[config.mk]
export PLATFORM = sky130hd
export DESIGN_NAME = sdram_burst_seq
export DESIGN_NICKNAME = d
export VERILOG_FILES = /design/src/rtl/sdram_seq_pkg.sv /design/src/rtl/sdram_seq_ctrl.sv /design/src/rtl/sdram_seq_wrdata.sv /design/src/rtl/sdram_seq_rdcap.sv /design/src/rtl/sdram_burst_seq.sv
export SDC_FILE = /design/constraint.sdc
export NUM_CORES = 1
export LEC_CHECK = 0
export BUFFER_PORTS_ARGS = -buffer_cell sky130_fd_sc_hd__clkbuf_2
export CELL_PAD_IN_SITES_DETAIL_PLACEMENT = 0
export CELL_PAD_IN_SITES_GLOBAL_PLACEMENT = 1
export CORE_MARGIN = 3
export CORE_UTILIZATION = 43
export DETAILED_ROUTE_END_ITERATION = 10
export PLACE_DENSITY_LB_ADDON = 0.2
export SETUP_SLACK_MARGIN = 0.5
export SYNTH_ARGS = -nofsm -noshare
export SYNTH_HDL_FRONTEND = slang
export SYNTH_SLANG_ARGS = --single-unit
[constraint.sdc]
create_clock -name clk -period 8.3 [get_ports clk]
set_input_delay 0 -clock clk [delete_from_list [all_inputs] [get_ports clk]]
set_output_delay 0 -clock clk [all_outputs]
set_load 0.02 [all_outputs]
[src/rtl/sdram_seq_pkg.sv]
package sdram_seq_pkg;

    // Command encoding on {cs_n, ras_n, cas_n, we_n}
    typedef enum logic [3:0] {
        CMD_NOP = 4'b0111,
        CMD_ACT = 4'b0011,
        CMD_RD  = 4'b0101,
        CMD_WR  = 4'b0100,
        CMD_PRE = 4'b0010
    } sd_cmd_e;

    typedef enum logic [2:0] {
        ST_IDLE,
        ST_RCD,
        ST_BURST,
        ST_WREC,
        ST_RP
    } seq_state_e;

    // Address bit that requests auto-precharge on a column command
    localparam int AP_BIT = 10;

    function automatic int idx_w(input int n);
        return (n > 1) ? $clog2(n) : 1;
    endfunction

    function automatic int max3(input int a, input int b, input int c);
        int m;
        m = (a > b) ? a : b;
        return (m > c) ? m : c;
    endfunction

    function automatic int sat_sub(input int a, input int b);
        return (a > b) ? a - b : 0;
    endfunction

endpackage

[src/rtl/sdram_seq_ctrl.sv]
module sdram_seq_ctrl
    import sdram_seq_pkg::*;
#(
    parameter int BANK_W    = 2,
    parameter int ROW_W     = 12,
    parameter int COL_W     = 9,
    parameter int BURST_LEN = 4,
    parameter int T_RCD     = 2,
    parameter int T_WR      = 2,
    parameter int T_RP      = 2
) (
    input  logic                          clk,
    input  logic                          rst,
    input  logic                          req_valid,
    input  logic                          req_write,
    input  logic [BANK_W-1:0]             req_bank,
    input  logic [ROW_W-1:0]              req_row,
    input  logic [COL_W-1:0]              req_col,
    output logic                          req_ready,
    output sd_cmd_e                       cmd_q,
    output logic [BANK_W-1:0]             ba_q,
    output logic [ROW_W-1:0]              addr_q,
    output logic                          wr_drv_nxt,
    output logic [idx_w(BURST_LEN)-1:0]   wr_beat_nxt,
    output logic                          rd_strobe
);

    localparam int BEAT_W = idx_w(BURST_LEN);
    localparam int CNT_W  = idx_w(max3(T_RCD, T_WR, T_RP));
    localparam logic [BEAT_W-1:0] LAST_BEAT = BEAT_W'(BURST_LEN - 1);

    typedef struct packed {
        logic              wr;
        logic [BANK_W-1:0] bank;
        logic [COL_W-1:0]  col;
    } held_req_t;

    seq_state_e          st_q, st_n;
    logic [CNT_W-1:0]    cnt_q, cnt_n;
    logic [BEAT_W-1:0]   beat_q, beat_n;
    held_req_t           req_q, req_n;
    sd_cmd_e             cmd_n;
    logic [BANK_W-1:0]   ba_n;
    logic [ROW_W-1:0]    addr_n;
    logic [ROW_W-1:0]    col_addr;

    always_comb begin
        col_addr         = ROW_W'(req_q.col);
        col_addr[AP_BIT] = 1'b0;
    end

    always_comb begin
        st_n        = st_q;
        cnt_n       = cnt_q;
        beat_n      = beat_q;
        req_n       = req_q;
        cmd_n       = CMD_NOP;
        ba_n        = ba_q;
        addr_n      = '0;
        wr_drv_nxt  = 1'b0;
        wr_beat_nxt = '0;
        unique case (st_q)
            ST_IDLE: begin
                if (req_valid) begin
                    req_n.wr   = req_write;
                    req_n.bank = req_bank;
                    req_n.col  = req_col;
                    cmd_n      = CMD_ACT;
                    ba_n       = req_bank;
                    addr_n     = req_row;
                    st_n       = ST_RCD;
                    cnt_n      = CNT_W'(sat_sub(T_RCD, 1));
                end
            end
            ST_RCD: begin
                if (cnt_q == '0) begin
                    cmd_n      = req_q.wr ? CMD_WR : CMD_RD;
                    ba_n       = req_q.bank;
                    addr_n     = col_addr;
                    st_n       = ST_BURST;
                    beat_n     = '0;
                    wr_drv_nxt = req_q.wr;
                end else begin
                    cnt_n = cnt_q - 1'b1;
                end
            end
            ST_BURST: begin
                if (beat_q == LAST_BEAT) begin
                    if (req_q.wr && (T_WR > 1)) begin
                        st_n  = ST_WREC;
                        cnt_n = CNT_W'(sat_sub(T_WR, 2));
                    end else begin
                        cmd_n  = CMD_PRE;
                        ba_n   = req_q.bank;
                        st_n   = (T_RP > 1) ? ST_RP : ST_IDLE;
                        cnt_n  = CNT_W'(sat_sub(T_RP, 2));
                    end
                end else begin
                    beat_n      = beat_q + 1'b1;
                    wr_drv_nxt  = req_q.wr;
                    wr_beat_nxt = beat_q + 1'b1;
                end
            end
            ST_WREC: begin
                if (cnt_q == '0) begin
                    cmd_n = CMD_PRE;
                    ba_n  = req_q.bank;
                    st_n  = (T_RP > 1) ? ST_RP : ST_IDLE;
                    cnt_n = CNT_W'(sat_sub(T_RP, 2));
                end else begin
                    cnt_n = cnt_q - 1'b1;
                end
            end
            ST_RP: begin
                if (cnt_q == '0) begin
                    st_n = ST_IDLE;
                end else begin
                    cnt_n = cnt_q - 1'b1;
                end
            end
            default: st_n = ST_IDLE;
        endcase
    end

    always_ff @(posedge clk) begin
        if (rst) begin
            st_q   <= ST_IDLE;
            cnt_q  <= '0;
            beat_q <= '0;
            req_q  <= '0;
            cmd_q  <= CMD_NOP;
            ba_q   <= '0;
            addr_q <= '0;
        end else begin
            st_q   <= st_n;
            cnt_q  <= cnt_n;
            beat_q <= beat_n;
            req_q  <= req_n;
            cmd_q  <= cmd_n;
            ba_q   <= ba_n;
            addr_q <= addr_n;
        end
    end

    assign req_ready = (st_q == ST_IDLE);
    assign rd_strobe = (st_q == ST_BURST) && !req_q.wr;

endmodule

[src/rtl/sdram_seq_wrdata.sv]
module sdram_seq_wrdata
    import sdram_seq_pkg::*;
#(
    parameter int DATA_W    = 16,
    parameter int BURST_LEN = 4
) (
    input  logic                              clk,
    input  logic                              rst,
    input  logic                              load,
    input  logic [BURST_LEN*DATA_W-1:0]       wdata_in,
    input  logic [BURST_LEN*(DATA_W/8)-1:0]   be_in,
    input  logic                              drv_nxt,
    input  logic [idx_w(BURST_LEN)-1:0]       beat_nxt,
    output logic [DATA_W-1:0]                 dq_o,
    output logic                              dq_oe,
    output logic [DATA_W/8-1:0]               dqm
);

    localparam int BE_W = DATA_W / 8;

    logic [DATA_W-1:0] word_q [BURST_LEN];
    logic [BE_W-1:0]   be_q   [BURST_LEN];

    for (genvar g = 0; g < BURST_LEN; g++) begin : g_slot
        always_ff @(posedge clk) begin
            if (rst) begin
                word_q[g] <= '0;
                be_q[g]   <= '0;
            end else if (load) begin
                word_q[g] <= wdata_in[g*DATA_W +: DATA_W];
                be_q[g]   <= be_in[g*BE_W +: BE_W];
            end
        end
    end

    always_ff @(posedge clk) begin
        if (rst) begin
            dq_o  <= '0;
            dq_oe <= 1'b0;
            dqm   <= '0;
        end else if (drv_nxt) begin
            dq_o  <= word_q[beat_nxt];
            dq_oe <= 1'b1;
            dqm   <= ~be_q[beat_nxt];
        end else begin
            dq_o  <= '0;
            dq_oe <= 1'b0;
            dqm   <= '0;
        end
    end

endmodule

[src/rtl/sdram_seq_rdcap.sv]
module sdram_seq_rdcap #(
    parameter int DATA_W  = 16,
    parameter int CAS_LAT = 2
) (
    input  logic              clk,
    input  logic              rst,
    input  logic              strobe,
    input  logic [DATA_W-1:0] dq_i,
    output logic [DATA_W-1:0] rd_data,
    output logic              rd_valid,
    output logic              busy
);

    logic [CAS_LAT-1:0] pipe_q;

    if (CAS_LAT == 1) begin : g_lat1
        always_ff @(posedge clk) begin
            if (rst) pipe_q <= '0;
            else     pipe_q <= strobe;
        end
    end else begin : g_latn
        always_ff @(posedge clk) begin
            if (rst) pipe_q <= '0;
            else     pipe_q <= {pipe_q[CAS_LAT-2:0], strobe};
        end
    end

    always_ff @(posedge clk) begin
        if (rst) begin
            rd_valid <= 1'b0;
            rd_data  <= '0;
        end else begin
            rd_valid <= pipe_q[CAS_LAT-1];
            if (pipe_q[CAS_LAT-1]) rd_data <= dq_i;
        end
    end

    assign busy = (|pipe_q) | rd_valid;

endmodule

[src/rtl/sdram_burst_seq.sv]
module sdram_burst_seq
    import sdram_seq_pkg::*;
#(
    parameter int BANK_W    = 2,
    parameter int ROW_W     = 12,
    parameter int COL_W     = 9,
    parameter int DATA_W    = 16,
    parameter int BURST_LEN = 4,
    parameter int T_RCD     = 2,
    parameter int CAS_LAT   = 2,
    parameter int T_WR      = 2,
    parameter int T_RP      = 2
) (
    input  logic                              clk,
    input  logic                              rst,
    input  logic                              req_valid,
    output logic                              req_ready,
    input  logic                              req_write,
    input  logic [BANK_W-1:0]                 req_bank,
    input  logic [ROW_W-1:0]                  req_row,
    input  logic [COL_W-1:0]                  req_col,
    input  logic [BURST_LEN*DATA_W-1:0]       req_wdata,
    input  logic [BURST_LEN*(DATA_W/8)-1:0]   req_be,
    output logic [DATA_W-1:0]                 rd_data,
    output logic                              rd_valid,
    output logic                              idle,
    output logic                              sd_cs_n,
    output logic                              sd_ras_n,
    output logic                              sd_cas_n,
    output logic                              sd_we_n,
    output logic [BANK_W-1:0]                 sd_ba,
    output logic [ROW_W-1:0]                  sd_addr,
    output logic [DATA_W/8-1:0]               sd_dqm,
    output logic [DATA_W-1:0]                 sd_dq_o,
    output logic                              sd_dq_oe,
    input  logic [DATA_W-1:0]                 sd_dq_i
);

    localparam int BEAT_W = idx_w(BURST_LEN);

    sd_cmd_e            cmd_q;
    logic               wr_drv_nxt;
    logic [BEAT_W-1:0]  wr_beat_nxt;
    logic               rd_strobe;
    logic               rd_busy;
    logic               accept;

    assign accept = req_valid & req_ready;

    sdram_seq_ctrl #(
        .BANK_W(BANK_W), .ROW_W(ROW_W), .COL_W(COL_W),
        .BURST_LEN(BURST_LEN), .T_RCD(T_RCD), .T_WR(T_WR), .T_RP(T_RP)
    ) u_ctrl (
        .clk(clk), .rst(rst),
        .req_valid(req_valid), .req_write(req_write),
        .req_bank(req_bank), .req_row(req_row), .req_col(req_col),
        .req_ready(req_ready),
        .cmd_q(cmd_q), .ba_q(sd_ba), .addr_q(sd_addr),
        .wr_drv_nxt(wr_drv_nxt), .wr_beat_nxt(wr_beat_nxt),
        .rd_strobe(rd_strobe)
    );

    sdram_seq_wrdata #(
        .DATA_W(DATA_W), .BURST_LEN(BURST_LEN)
    ) u_wrdata (
        .clk(clk), .rst(rst),
        .load(accept), .wdata_in(req_wdata), .be_in(req_be),
        .drv_nxt(wr_drv_nxt), .beat_nxt(wr_beat_nxt),
        .dq_o(sd_dq_o), .dq_oe(sd_dq_oe), .dqm(sd_dqm)
    );

    sdram_seq_rdcap #(
        .DATA_W(DATA_W), .CAS_LAT(CAS_LAT)
    ) u_rdcap (
        .clk(clk), .rst(rst),
        .strobe(rd_strobe), .dq_i(sd_dq_i),
        .rd_data(rd_data), .rd_valid(rd_valid), .busy(rd_busy)
    );

    assign {sd_cs_n, sd_ras_n, sd_cas_n, sd_we_n} = cmd_q;
    assign idle = req_ready & ~rd_busy;

endmodule

==> results.toml <==
[timing]
finalSetupViolations = 0
hold_viol = 0
worst_clock_skew_ps = 7.62
slew_violations = 0
clock.fmax_mhz = 384
rsz0062_at_grt = "false"
tns_ps = 0
fin_crit_sh = 0.314
min_period_ps = 2600
worst_pin_slew_ps = 1170
timing.slew.headroom = 0.220

[logic_synthesis]
synth_top_area_frac = 0.379
synth-edff-count = 72
syn_area_mm2 = 0.00571
syn_area_per_cell_um2 = 12.6
yosysSeqAreaShare = 0.634
synthSimpleGateAreaFrac = 0.177
ys.warnings.count = 0
synth_fa_ha_area_frac = 0.00438
synth_ff_type = "dfxtp_1"
synth_seq_cells = 145
synthMostInstantiatedCell = "and2_1"
yosys-top-cells-count = "and2_1 (75), dfxtp_1 (73), edfxtp_1 (72)"
synth_cell_types = 42
synthArstFlopShare = 0
syn_inst = 455
synth.area.top_cells = "edfxtp_1 (38%), dfxtp_1 (26%), and2_1 (8.2%)"
synth_compound_area_frac = 0.0480
synthMuxAreaShare = 0.108
syn-num-nets = 572
synth_xor_area_frac = 0
synth_top_family_by_area = "simple AND/OR/NAND/NOR gates"
yosysTopAreaCell = "edfxtp_1"

[clock_tree]
cts-buffers-inserted = 17
post-cts-setup-buffers = 0
clock_latency_ps = 420
ctsHtreeMaxLevel = 4
cts_tree = "yes"
cts_root_buf = "clkbuf_16"
cts_sinks = 145
clk_pin_slew_ps = 50
ctsLongestPathBuffers = 2

[worst_setup_path]
endpoint_kind = "register"
critPathKind = "reg -> reg"
crit_fanout = 75
arrival_ps = 2880
cp-start-kind = "register"
worstPathRequired_ps = 8580

[power]
pwr_density_cell_mw_per_mm2 = 267
ir_drop_mv = 0.126
cellLeakagePower_nw = 3.57

[floorplanning]
die_x_um = 121
rows = 41
dieArea_mm2 = 0.0147
design.core.area_mm2 = 0.0128
start_util = 0.445
io-pin-count = 171
dieHeight_um = 121

[hold_path]
holdCritPathClass = "in -> reg"

[place]
gp_congestion = 0.777
placed_cells = 770
port_buffers = 169
dp_hpwl_um = 7570

[global_routing]
grt_pass1_wl_um = 20900
globalRouteTotalUtil = 0.184
grt_overflow = 0
grt_max_degree = 76
grt_antenna_before_repair = 0
grt_pass1_vias = 4367

[finish]
nets = 846
final-instance-count-excl-fill = 914
area_growth_pct = 47.2
drive_above_1_share = 0.298
antenna_cells = 0
fill_cells = 991

[detailed_routing]
drtPass1Iterations = 6
ant_nets = 0
drt_wl_total_um = 12700
drt_iter0_drc = 230
vias = 4307
via_per_inst = 4.71
drcViolationCount = 0
wire_per_inst_um = 13.9

[flow_run]
maxCapViolCount = 0

[status]
status = "complete, no violations"
-- final cells by class --
| type | count | area [µm²] | share of cell area |
|---|---|---|---|
| timing repair buffer | 286 | 2000 | 0.238 |
| inverter | 3 | 11.3 | 0.00134 |
| tap | 172 | 215 | 0.0256 |
| multi-input combinational | 276 | 1970 | 0.234 |
| clock inverter | 13 | 143 | 0.0170 |
| sequential | 145 | 3620 | 0.431 |
| clock buffer | 19 | 443 | 0.0527 |
-- metrics by stage --
stage	worst slack, ps	hold WS [ps]	utilization	total power, mW	instance area (µm²)
detailed placement	5660	205	0.522	1.47	6700
finish	5700	89.2	0.655	2.24	8410
global route	5280	107	0.655	2.37	8410
floorplan	5470	122	-	1.34	5710
global placement	5740	206	0.522	1.45	6700
CTS	5660	63.6	0.655	2.26	8410
-- final timing paths --
check | slack (ps) | cells after the start | to | start
hold reg to reg | 450 | 2 | u_ctrl.req_q[9] | u_ctrl.req_q[9]
setup reg to reg | 5700 | 4 | u_wrdata.word_q[3][15] | u_ctrl.st_q[0]
hold / removal | 90 | 5 | u_ctrl.cmd_q[2] | req_valid
setup / recovery | 5700 | 4 | u_wrdata.word_q[3][15] | u_ctrl.st_q[0]
-- cell families (layout without fill, tap and decap cells) --
kind of cell / after synthesis / after routing
and+or+nand+nor: 188 / 188
DFF: 145 / 145
AOI/OAI and AO/OA: 44 / 44
muxes: 41 / 41
buffers and inverters: 34 / 321
adders and majority gates: 2 / 2
other: 1 / 1
-- power breakdown --
part | internal (mW) | leakage (nW) | switching, mW | total [mW]
combinational | 0.249 | 1.91 | 0.260 | 0.509
sequential | 0.910 | 1.37 | 0.0726 | 0.983
clock | 0.474 | 0.289 | 0.276 | 0.750
-- cell usage in the layout, fill, tap and decap left out, types with 2 or more instances in the layout --
cell type / netlist / routed
mux4_2: 14 / 14
nand2b_1: 5 / 4
inv_1: 3 / 3
or3_1: 2 / 2
clkinv_1: 0 / 3
clkbuf_2: 0 / 169
clkinv_2: 0 / 5
buf_4: 1 / 5
nand2_1: 37 / 37
dfxtp_1: 73 / 73
mux4_1: 2 / 2
clkbuf_16: 0 / 17
nor2b_1: 19 / 19
edfxtp_1: 72 / 72
a211oi_1: 5 / 5
o21ai_0: 4 / 4
nor3_1: 3 / 2
dlygate4sd3_1: 0 / 112
nor2_1: 36 / 35
a22oi_1: 9 / 9
a21oi_1: 19 / 19
mux2i_1: 25 / 25
and2_1: 75 / 75
ha_1: 2 / 2
bufinv_16: 0 / 3
-- critical path, stage by stage, from the launching register on --
cell     delay [ps]
dfxtp_1         540
nor2_1          260
nand2_1         380
nor2_4         1000
and2_1          250
-- flip-flops by register name, summed over array words and instances, names as in the netlist --
signal and count:
u_wrdata.word_q 64, u_rdcap.rd_data 16, u_wrdata.dq_o 16, u_ctrl.addr_q 12
u_ctrl.col_addr 9, u_wrdata.be_q 8, u_ctrl.cmd_q 3, u_ctrl.req_q 3
u_ctrl.st_q 3, u_ctrl.ba_q 2, u_ctrl.beat_q 2, u_rdcap.pipe_q 2
u_wrdata.dqm 2, u_ctrl.cnt_q 1, u_rdcap.rd_valid 1, u_wrdata.dq_oe 1
-- per-layer routing --
layer	track usage	part of all wire	wire length, µm	vias up
met5	0	0	0	-
met4	0.0756	0.015	187	0
li1	-	-	-	2140
met3	0.0503	0.058	742	13
met1	0.217	0.42	5290	2019
met2	0.316	0.51	6510	135
-- timing repair --
item,CTS,global route
gates resized for setup,0,0
hold buffers,112,0
endpoints found under the hold margin,114,0
Note: power is estimated with default switching activity, not from simulation.
